## config.mk

```make
export PLATFORM = sky130hd
export DESIGN_NAME = pci_romint_cfg
export DESIGN_NICKNAME = d
export VERILOG_FILES = /design/src/rtl/pci_romint_pkg.sv /design/src/rtl/rom_bar_reg.sv /design/src/rtl/intr_reg.sv /design/src/rtl/pci_romint_cfg.sv
export SDC_FILE = /design/constraint.sdc
export NUM_CORES = 1
export LEC_CHECK = 0
export BUFFER_PORTS_ARGS = -buffer_cell sky130_fd_sc_hd__buf_2
export CAP_MARGIN = 20
export CORE_UTILIZATION = 47
export DETAILED_ROUTE_END_ITERATION = 8
export GPL_TIMING_DRIVEN = 1
export PLACE_DENSITY = 0.85
export RECOVER_POWER = 50
export SYNTH_ARGS = -nofsm -noshare
export SYNTH_HDL_FRONTEND = slang
export SYNTH_SLANG_ARGS = --single-unit
```

## constraint.sdc

```tcl
create_clock -name clk -period 3.2 [get_ports clk]
set_input_delay 0.64 -clock clk [delete_from_list [all_inputs] [get_ports clk]]
set_output_delay 0.64 -clock clk [all_outputs]
set_load 0.03 [all_outputs]
```

## src/rtl/pci_romint_pkg.sv

```systemverilog
package pci_romint_pkg;

  localparam int DATA_W   = 32;
  localparam int BASE_LSB = 13;
  localparam int BASE_W   = DATA_W - BASE_LSB;

  typedef enum logic [2:0] {
    ROM_NONE = 3'd0,
    ROM_32K  = 3'd1,
    ROM_64K  = 3'd2,
    ROM_128K = 3'd3,
    ROM_256K = 3'd4
  } rom_size_e;

  // Mask of base bits that are writable and visible for a size code.
  function automatic logic [DATA_W-1:0] rom_base_mask(input logic [2:0] code);
    logic [DATA_W-1:0] m;
    case (rom_size_e'(code))
      ROM_32K:  m = 32'hFFFF_8000;
      ROM_64K:  m = 32'hFFFF_0000;
      ROM_128K: m = 32'hFFFE_0000;
      ROM_256K: m = 32'hFFFC_0000;
      default:  m = '0;
    endcase
    return m;
  endfunction

  // Expand byte enables into a bit mask.
  function automatic logic [DATA_W-1:0] lane_mask(input logic [DATA_W/8-1:0] be);
    logic [DATA_W-1:0] m;
    for (int i = 0; i < DATA_W/8; i++) begin
      m[i*8 +: 8] = {8{be[i]}};
    end
    return m;
  endfunction

endpackage

```

## src/rtl/rom_bar_reg.sv

```systemverilog
module rom_bar_reg
  import pci_romint_pkg::*;
(
  input  logic              clk,
  input  logic              rst_n,
  input  logic              wr_en,
  input  logic [3:0]        be,
  input  logic [BASE_W-1:0] wr_base,
  input  logic              wr_enable_bit,
  input  logic [2:0]        size_code,
  input  logic              cmd_mem_en,
  output logic [DATA_W-1:0] rd_word,
  output logic [DATA_W-1:0] rom_base,
  output logic              rom_dec_en
);

  logic [BASE_W-1:0] base_q;
  logic              en_q;
  logic [DATA_W-1:0] size_mask;
  logic [DATA_W-1:0] be_mask;
  logic [BASE_W-1:0] wmask;
  logic              size_ok;

  assign size_mask = rom_base_mask(size_code);
  assign size_ok   = |size_mask;
  assign be_mask   = lane_mask(be);
  assign wmask     = be_mask[DATA_W-1:BASE_LSB] & size_mask[DATA_W-1:BASE_LSB];

  always_ff @(posedge clk) begin
    if (!rst_n) begin
      base_q <= '0;
      en_q   <= 1'b0;
    end else if (wr_en) begin
      base_q <= (base_q & ~wmask) | (wr_base & wmask);
      if (be[0] && size_ok) en_q <= wr_enable_bit;
    end
  end

  assign rom_base   = {base_q & size_mask[DATA_W-1:BASE_LSB], {BASE_LSB{1'b0}}};
  assign rd_word    = {rom_base[DATA_W-1:BASE_LSB], {(BASE_LSB-1){1'b0}}, en_q & size_ok};
  assign rom_dec_en = en_q & size_ok & cmd_mem_en;

  AST_DEC_GATED: assert property (@(posedge clk) disable iff (!rst_n)
    rom_dec_en |-> (cmd_mem_en && size_code >= 3'd1 && size_code <= 3'd4));
  AST_WINDOW_ALIGN: assert property (@(posedge clk) disable iff (!rst_n)
    (size_code == 3'd4) |-> (rom_base[17:0] == 18'd0));
  AST_NO_ROM_ZERO: assert property (@(posedge clk) disable iff (!rst_n)
    (size_code == 3'd0 || size_code > 3'd4) |-> (rd_word == '0 && !rom_dec_en));
  AST_BASE_HOLD: assert property (@(posedge clk) disable iff (!rst_n)
    !wr_en |=> $stable(base_q));

endmodule

```

## src/rtl/intr_reg.sv

```systemverilog
module intr_reg
  import pci_romint_pkg::*;
#(
  parameter logic [7:0] PIN_CODE = 8'h01,
  parameter int         EE_W     = 16
) (
  input  logic              clk,
  input  logic              rst_n,
  input  logic              wr_en,
  input  logic              lane0_en,
  input  logic [7:0]        wr_line,
  input  logic              ee_load,
  input  logic [EE_W-1:0]   ee_data,
  input  logic              ee_done,
  output logic              loaded,
  output logic [DATA_W-1:0] rd_word
);

  localparam int HALF = EE_W / 2;

  logic [HALF-1:0] max_lat_q;
  logic [HALF-1:0] min_gnt_q;
  logic [7:0]      line_q;
  logic            done_q;

  always_ff @(posedge clk) begin
    if (!rst_n) begin
      max_lat_q <= '0;
      min_gnt_q <= '0;
      line_q    <= '0;
      done_q    <= 1'b0;
    end else begin
      if (ee_load && !done_q) begin
        max_lat_q <= ee_data[EE_W-1:HALF];
        min_gnt_q <= ee_data[HALF-1:0];
      end
      if (ee_done) done_q <= 1'b1;
      if (wr_en && lane0_en && done_q) line_q <= wr_line;
    end
  end

  assign loaded  = done_q;
  assign rd_word = {max_lat_q, min_gnt_q, PIN_CODE, line_q};

  AST_EE_FROZEN: assert property (@(posedge clk) disable iff (!rst_n)
    done_q |=> $stable({max_lat_q, min_gnt_q}));
  AST_DONE_STICKY: assert property (@(posedge clk) disable iff (!rst_n)
    done_q |=> done_q);
  AST_LINE_HOLD_RETRY: assert property (@(posedge clk) disable iff (!rst_n)
    (wr_en && !done_q) |=> $stable(line_q));

endmodule

```

## src/rtl/pci_romint_cfg.sv

```systemverilog
module pci_romint_cfg
  import pci_romint_pkg::*;
#(
  parameter int         ADDR_W   = 6,
  parameter int         ROM_IDX  = 12,
  parameter int         INT_IDX  = 15,
  parameter logic [7:0] PIN_CODE = 8'h01,
  parameter int         EE_W     = 16
) (
  input  logic              clk,
  input  logic              rst_n,
  input  logic [ADDR_W-1:0] cfg_addr,
  input  logic              cfg_rd,
  input  logic              cfg_wr,
  input  logic [3:0]        cfg_be,
  input  logic [31:0]       cfg_wdata,
  output logic [31:0]       cfg_rdata,
  output logic              cfg_retry,
  input  logic [2:0]        rom_size,
  input  logic              cmd_mem_en,
  input  logic              ee_load,
  input  logic [EE_W-1:0]   ee_data,
  input  logic              ee_done,
  output logic [31:0]       rom_base,
  output logic              rom_dec_en
);

  logic        rom_sel, int_sel;
  logic        int_loaded;
  logic [31:0] rom_word, int_word;
  logic        unused_bits;

  assign rom_sel     = (cfg_addr == ADDR_W'(ROM_IDX));
  assign int_sel     = (cfg_addr == ADDR_W'(INT_IDX));
  assign cfg_retry   = (cfg_rd || cfg_wr) && int_sel && !int_loaded;
  assign unused_bits = ^cfg_wdata[12:8];

  rom_bar_reg u_rom_bar (
    .clk          (clk),
    .rst_n        (rst_n),
    .wr_en        (cfg_wr && rom_sel),
    .be           (cfg_be),
    .wr_base      (cfg_wdata[DATA_W-1:BASE_LSB]),
    .wr_enable_bit(cfg_wdata[0]),
    .size_code    (rom_size),
    .cmd_mem_en   (cmd_mem_en),
    .rd_word      (rom_word),
    .rom_base     (rom_base),
    .rom_dec_en   (rom_dec_en)
  );

  intr_reg #(.PIN_CODE(PIN_CODE), .EE_W(EE_W)) u_intr (
    .clk     (clk),
    .rst_n   (rst_n),
    .wr_en   (cfg_wr && int_sel),
    .lane0_en(cfg_be[0]),
    .wr_line (cfg_wdata[7:0]),
    .ee_load (ee_load),
    .ee_data (ee_data),
    .ee_done (ee_done),
    .loaded  (int_loaded),
    .rd_word (int_word)
  );

  always_comb begin
    cfg_rdata = '0;
    if (cfg_rd) begin
      if (rom_sel)                  cfg_rdata = rom_word;
      else if (int_sel && int_loaded) cfg_rdata = int_word;
    end
  end

  AST_RSVD_ZERO: assert property (@(posedge clk) disable iff (!rst_n)
    (cfg_rd && rom_sel) |-> (cfg_rdata[12:1] == 12'd0));
  AST_PIN_VALUE: assert property (@(posedge clk) disable iff (!rst_n)
    (cfg_rd && int_sel && !cfg_retry) |-> (cfg_rdata[15:8] == PIN_CODE));
  AST_RETRY_ZERO: assert property (@(posedge clk) disable iff (!rst_n)
    cfg_retry |-> (cfg_rdata == 32'd0));

endmodule

```

==> Word-level counts from Yosys, hierarchy flattened <==
Cells that the tools add are included.
{ "word_totals": {"elab_cells": 37, "reg_bits": 45, "out_inout_bits": 66} }
{ "classes": {"bitwise": 8, "reduce_logical": 13, "n_mux": 4, "n_eq_ne": 6} }
{ "op_table": {"columns": ["op", "count"], "rows": [
  ["$pmux 32 s4", 1],
  ["$mux 32", 3],
  ["$and 19x19->19", 4],
  ["$reduce_or 32->1", 1],
  ["$not 19->19", 1],
  ["$or 19x19->19", 1],
  ["$eq 6x4->1 const B", 2],
  ["$logic_and 1x1->1", 9],
  ["$eq 3x2->1 const B", 2],
  ["$eq 3x1->1 const B", 1],
  ["$eq 3x3->1 const B", 1],
  ["$and 1x1->1", 2],
  ["$reduce_and 2->1", 1],
  ["$logic_not 1->1", 1],
  ["$logic_or 1x1->1", 1]
]} }

==> Depth between registers and ports, before layout <==
Gate-level depths: netlist (run 1).
{ "depth": {"depth_word": 6, "mapped_depth": 7, "depth_no_buf": 4} }

==> Modules after synthesis <==
A second synthesis (run 1) with hierarchy kept.
{ "unflattened": {"cells_unflattened": 405, "hier_area_um2": 3235.6} }
{ "modules_own_cells": {"columns": ["mod", "cells_each", "seq_area_each_um2", "area_each_um2", "instances"], "rows": [
  ["rom_bar_reg", 158, 360.3, 1292.5, 1],
  ["intr_reg", 119, 500.5, 1002.2, 1],
  ["pci_romint_cfg", 128, 0.0, 940.9, 1]
]} }

==> Least setup slack after synthesis (run 1) <==
OpenSTA, ideal clock, no wires.
{ "synth_path": {"kind": "input port to output port", "from": "in cfg_addr[4]", "to": "out cfg_rdata[29]", "path_stages": 5, "path_buffers": 2, "t_arrival_ns": 2.159, "path_slack_ns": 0.401, "path_cell_list": "and4bb_2 and3_1 clkbuf_1 clkbuf_1 a22o_1"} }
{ "synth_via": {"elab_chain_len": 5, "word_cells_on_any_way": 6, "classes_between": "eq/ne (2); mux (3); reduce/logical (1)"} }
{ "synth_lines": {"columns": ["element", "line_no", "rtl"], "rows": [
  ["start: declaration", "pci_romint_cfg.sv:12", "input logic [ADDR_W-1:0] cfg_addr,"],
  ["$eq 6x4->1", "pci_romint_cfg.sv:34", "assign int_sel = (cfg_addr == ADDR_W'(INT_IDX));"],
  ["$logic_and 1x1->1", "pci_romint_cfg.sv:69", "else if (int_sel && int_loaded) cfg_rdata = int_word;"],
  ["$mux 32", "pci_romint_cfg.sv:69", null],
  ["$mux 32 *", "pci_romint_cfg.sv:68", "if (rom_sel) cfg_rdata = rom_word;"],
  ["$mux 32 *", "pci_romint_cfg.sv:67", "if (cfg_rd) begin"],
  ["end: declaration", "pci_romint_cfg.sv:17", "output logic [31:0] cfg_rdata,"]
]} }
Mark *: on every way between the ends. The rest lies on a longest branch, timed or not.

==> Worst setup path in the final report (run 1) <==
{ "layout_path": {"from": "in cfg_addr[4]", "to": "out cfg_rdata[18]"} }
The elaborated chain is that of the path after synthesis.

==> results of run 1 <==
## metal layers
layer | track usage | up-vias
met4 | 0.0784 | 0
met1 | 0.276 | 991
met2 | 0.377 | 91
met5 | 0 | -
li1 | - | 1127
met3 | 0.0309 | 6
## logic make-up (layout without fill, tap and decap cells)
family | Yosys count | count (layout)
other cells | 1 | 21
mux | 7 | 7
compound gates | 65 | 65
buf+inv | 45 | 117
xor+xnor | 1 | 1
simple gates | 122 | 122
flops | 43 | 43
## worst max-delay path: stages
cell,delay [ps]
buf_2,90
and4bb_1,370
and3_1,300
and2_4,290
a22o_1,180
buf_2,200
## metrics by stage
step | total power, uW | hold slack (ps)
floorplan | 674 | 433
global placement | 705 | 442
detailed placement | 707 | 448
CTS | 1110 | 458
global route | 1150 | 491
finish | 1100 | 461
## power groups by stage
| stage | clock network (uW) | logic (uW) | registers [uW] |
|---|---|---|---|
| detailed placement | 0 | 140 | 567 |
| floorplan | 0 | 109 | 565 |
| global placement | 0 | 138 | 566 |
| global route | 435 | 156 | 556 |
| finish | 406 | 140 | 554 |
| CTS | 412 | 141 | 554 |
## layout by cell type, fill, tap and decap left out, types with 9 or more instances in the layout
cell type	count
a21boi_0	16
a22o_1	17
and2_1	9
and3_1	20
buf_2	102
conb_1	21
dfxtp_1	43
nand2_1	65
nand3_1	10
o211ai_1	9
o31ai_1	9
## cells in the mapped netlist, drive strengths merged
cell    number  area share
nand2       65        0.11
dfxtp       43        0.38
buf         27       0.087
and3        20       0.055
clkbuf      18       0.029
a22o        17       0.065
a21boi      16       0.052
and2        11       0.032
nand3       10       0.022
o211ai       9       0.029
o21ai        9       0.020
o31ai        9       0.029
mux2i        7       0.031
nor3b        5       0.016
nand4        3      0.0082
nor2         3      0.0049
a21oi        2      0.0044
a41o         2      0.0087
and4bb       1      0.0055
conb         1      0.0016
nand2b       1      0.0027
nor2b        1      0.0027
nor3         1      0.0022
o21a         1      0.0033
or3          1      0.0027
xnor2        1      0.0038
## final timing paths
path	endpoint	slack [ps]	cells after the start
worst min register to register	flop	460	2
worst min-delay path	flop	460	2
worst max-delay path	cfg_rdata[18]	480	6
worst max register to register	u_intr.line_q[7]	1670	4
## layout make-up
type | count | area share
clock buffer | 6 | 0.0255
clock inverter | 1 | 0.0106
multi-input combinational | 216 | 0.437
sequential | 43 | 0.303
tap | 67 | 0.0295
timing repair buffer | 110 | 0.195
==> metrics.yaml, run 1 <==
status: "finished, final reports clean"
dpl-instance-area_mm2: 0.00275
clkTransAtPathRegs_ps: 70
cts_resized: 0
place_hpwl_mm: 4.11
utilization: 0.602
synth_warnings: 0
drive_gt1_frac: 0.303
wl_per_cell_um: 12.6
chipWidth_um: 71.9
final_antenna_net_count: 0
cp-start-kind: "input pin"
num_io_pins: 134
clockRootBuffer: "clkbuf_8"
instances_no_fill: 443
n_antenna_cell: 0
setup.worst_path.start: "cfg_addr[4]"
stdcell_area_mm2: 0.00284
htree_num_levels: 2
hold_violations: 0
maxCapViolCount: 0
critical_path_class: "in2out"
cts_tree: "built"
numCtsBuffers: 5
p_seq_frac: 0.504
post_cts_buffers: 0
p_sw_frac: 0.251
row_count: 25
pre_cts_ws_ps: 532
syn-cell-area_mm2: 0.00229
grt_max_degree: 69
fin_nets: 444
postRouteWirelength_mm: 5.57
ys_types: 32
synth_adder_area_share: 0
wl_met3_um: 330
fillCellCount: 458
cp-end-kind: "output port"
p_leak_uw: 0.00142
setup_ws_ps: 481
viasPerCell: 5.00
grt_usage: 0.218
dr_wl_met2_mm: 2.68
core-area_mm2: 0.00472
synth-xor-area-share: 0.00382
highest_layer: "met4"
period_needed_ps: 2720
drt-initial-drc-count: 150
tightest_slew_ps: 1180
die_y_um: 71.9
synth-simple-area-share: 0.260
skew_ps: 8.76
area_delta_synth_final_pct: 23.9
power_density_mw_per_mm2: 387
tns_ps: 0
die_area_mm2: 0.00516
ys_seq_area_frac: 0.375
place_congestion: 0.826
crit_fanout: 15
io_buffer_count: 105
reg2reg_from: "u_intr.loaded"
combPwrFrac: 0.127
grt_overflow: 0
maxSlewHeadroom: 0.215
drc_errors: 0
drv_slew: 0
clkSinkCount: 43
regArea_um2: 861
p_sw_uw: 276
setup_viol: 0
timing.final.crit_share: 0.850
synth-compound-area-share: 0.212
place_inst: 436
start_util: 0.486
grt_pass1_vias: 1986
p_int_uw: 824
peakVddDrop_mv: 0.197
num_vias: 2215
cp.arrival_ps: 2080
multi_input_area_mm2: 0.00124
worstPathRequired_ps: 2560
p_clk_frac: 0.369
postSynthCellCount: 284
antenna_found_initial: 0
clk_latency_ps: 290
synth_top_family_by_area: "simple AND/OR/NAND/NOR gates"
drt_pass1_iterations: 6
drt-met1-wl_mm: 2.50
cts_hold_buf: 0
grt_pass1_wl_mm: 8.84
max_clock_freq_mhz: 368
muxShareOfSynthArea: 0.0306
synth_area_per_cell_um2: 8.08
worstHoldPathType: "reg2reg"
rsz0062_at_grt: "false"
clockBufferDepth: 2
ys_seq_elements: 43
No activity file was read; power rests on OpenSTA's default activity.
==> run 2, diff against run 1 <==
- CORE_UTILIZATION: 47 -> 40
- PLACE_DENSITY: 0.85 -> 0.77
- clock period: 3.2 -> 2.3 ns (I/O delays scaled with it)
==> metrics.yaml, run 2 (same netlist as run 1, synthesis figures left out) <==
status: "finished, final reports clean"  # unchanged
pre_cts_ws_ps: 87.6  # was 532 ps
cts_tree: "built"  # unchanged
cp-end-kind: "output port"  # unchanged
grt_pass1_wl_mm: 9.60  # was 8.84 mm
chipWidth_um: 77.7  # was 71.9 um
grt_overflow: 0  # unchanged
viasPerCell: 4.89  # was 5.00
row_count: 27  # was 25
cts_resized: 0  # unchanged
wl_met3_um: 288  # was 330 um
fillCellCount: 554  # was 458
numCtsBuffers: 5  # unchanged
grt_pass1_vias: 2045  # was 1986
start_util: 0.416  # was 0.486
clkTransAtPathRegs_ps: 80  # was 70 ps
p_leak_uw: 0.00146  # was 0.00142 uW
worstHoldPathType: "in2reg"  # was reg2reg
crit_fanout: 15  # unchanged
maxSlewHeadroom: 0.265  # was 0.215
hold_violations: 0  # unchanged
cp-start-kind: "input pin"  # unchanged
io_buffer_count: 105  # unchanged
crit_slowest_cell: "or3_1"  # was and4bb_1
final_cell_mix: "buf_2, nand2_1, dfxtp_1"  # unchanged
core-area_mm2: 0.00551  # was 0.00472 mm2
clk_latency_ps: 300  # was 290 ps
setup_viol: 0  # unchanged
postRouteWirelength_mm: 5.89  # was 5.57 mm
rsz0062_at_grt: "false"  # unchanged
highest_layer: "met4"  # unchanged
drc_errors: 0  # unchanged
timing.hold.ws_ps: 363  # was 461 ps
final_antenna_net_count: 0  # unchanged
crit_buf_inv: 2  # unchanged
critPathTopFamily: "simple AND/OR/NAND/NOR gates"  # unchanged
drv_slew: 0  # unchanged
peakVddDrop_mv: 0.250  # was 0.197 mV
place_congestion: 0.808  # was 0.826
place_hpwl_mm: 4.39  # was 4.11 mm
grt_usage: 0.201  # was 0.218
stdcell_area_mm2: 0.00291  # was 0.00284 mm2
area_delta_synth_final_pct: 26.8  # was 23.9%
dr_wl_met2_mm: 2.77  # was 2.68 mm
setup_ws_ps: 82.3  # was 481 ps
num_vias: 2226  # was 2215
final_common_cell: "buf_2"  # unchanged
drt-initial-drc-count: 101  # was 150
fin_nets: 450  # was 444
post_cts_buffers: 0  # unchanged
wl_per_cell_um: 12.9  # was 12.6 um
maxCapViolCount: 0  # unchanged
cp.arrival_ps: 1760  # was 2080 ps
multi_input_area_mm2: 0.00124  # unchanged
dpl-instance-area_mm2: 0.00283  # was 0.00275 mm2
tns_ps: 0  # unchanged
utilization: 0.528  # was 0.602
antenna_found_initial: 0  # unchanged
drt_pass1_iterations: 6  # unchanged
crit_chain: "buf_2 -> or3_1 -> and2_4 -> and2_4 -> a22o_1 -> buf_2"  # was buf_2 -> and4bb_1 -> and3_1 -> and2_4 -> a22o_1 -> buf_2
r2r_slack_ps: 990  # was 1670 ps
die_area_mm2: 0.00604  # was 0.00516 mm2
period_needed_ps: 2220
worstPathRequired_ps: 1840  # was 2560 ps
drt-met1-wl_mm: 2.68  # was 2.50 mm
timing.final.crit_share: 0.964
clkSinkCount: 43  # unchanged
cts_hold_buf: 0  # unchanged
power_density_mw_per_mm2: 497  # was 387 mW/mm2
tightest_slew_ps: 1100  # was 1180 ps
clockRootBuffer: "clkbuf_8"  # unchanged
grt_max_degree: 40  # was 69
regArea_um2: 861  # unchanged
num_io_pins: 134  # unchanged
die_y_um: 77.7  # was 71.9 um
clockBufferDepth: 2  # unchanged
htree_num_levels: 2  # unchanged
drive_gt1_frac: 0.324  # was 0.303
n_antenna_cell: 0  # unchanged
skew_ps: 5.66  # was 8.76 ps
critical_path_class: "in2out"  # unchanged
max_clock_freq_mhz: 451
slowest_delay_ps: 390  # was 370 ps
==> run 2: changes by cell type in the layout (fill, tap and decap cells not counted), sizes merged <==
cell      previous run  this run
buf                105       114
clkbuf              11         8
bufinv               1         0
clkinv               0         1
clkinvlp             0         1
==> run 2: through the flow <==
stage,power (uW),instances
2_1_floorplan,937,304
3_3_place_gp,988,447
3_5_place_dp,992,447
4_1_cts,1470,455
5_1_grt,1530,455
6_report,1450,455
==> run 2: final timing paths <==
path                      start                  end  cells after the start
setup / recovery    rom_size[2]        cfg_rdata[21]                      6
hold / removal          ee_done        u_intr.loaded                      2
setup reg to reg  u_intr.loaded  u_intr.min_gnt_q[4]                      3
hold reg to reg            flop                 flop                      2
==> run 2: worst register-to-register path, cell delays in order (launching register included) <==
cell	delay, ps
dfxtp_1	420
nand2b_1	530
nand2_1	130
a21boi_0	170
==> run 2: area by class of cell <==
type / instances / area share
Tap cell: 72 / 0.0310
Clock buffer: 6 / 0.0250
Timing Repair Buffer: 116 / 0.217
Sequential cell: 43 / 0.296
Clock inverter: 2 / 0.00430
Multi-Input combinational cell: 216 / 0.427
==> run 2: per-layer routing <==
metal / track usage / vias up
li1: - / 1144
met1: 0.263 / 989
met2: 0.323 / 80
met3: 0.0271 / 13
met4: 0.104 / 0
met5: 0 / -
==> run 2: power by group <==
| part | switching (uW) | internal (uW) | leakage [uW] |
|---|---|---|---|
| registers | 10.4 | 761 | 0.000349 |
| clock network | 261 | 212 | 0.0000412 |
| logic | 129 | 72.6 | 0.00106 |
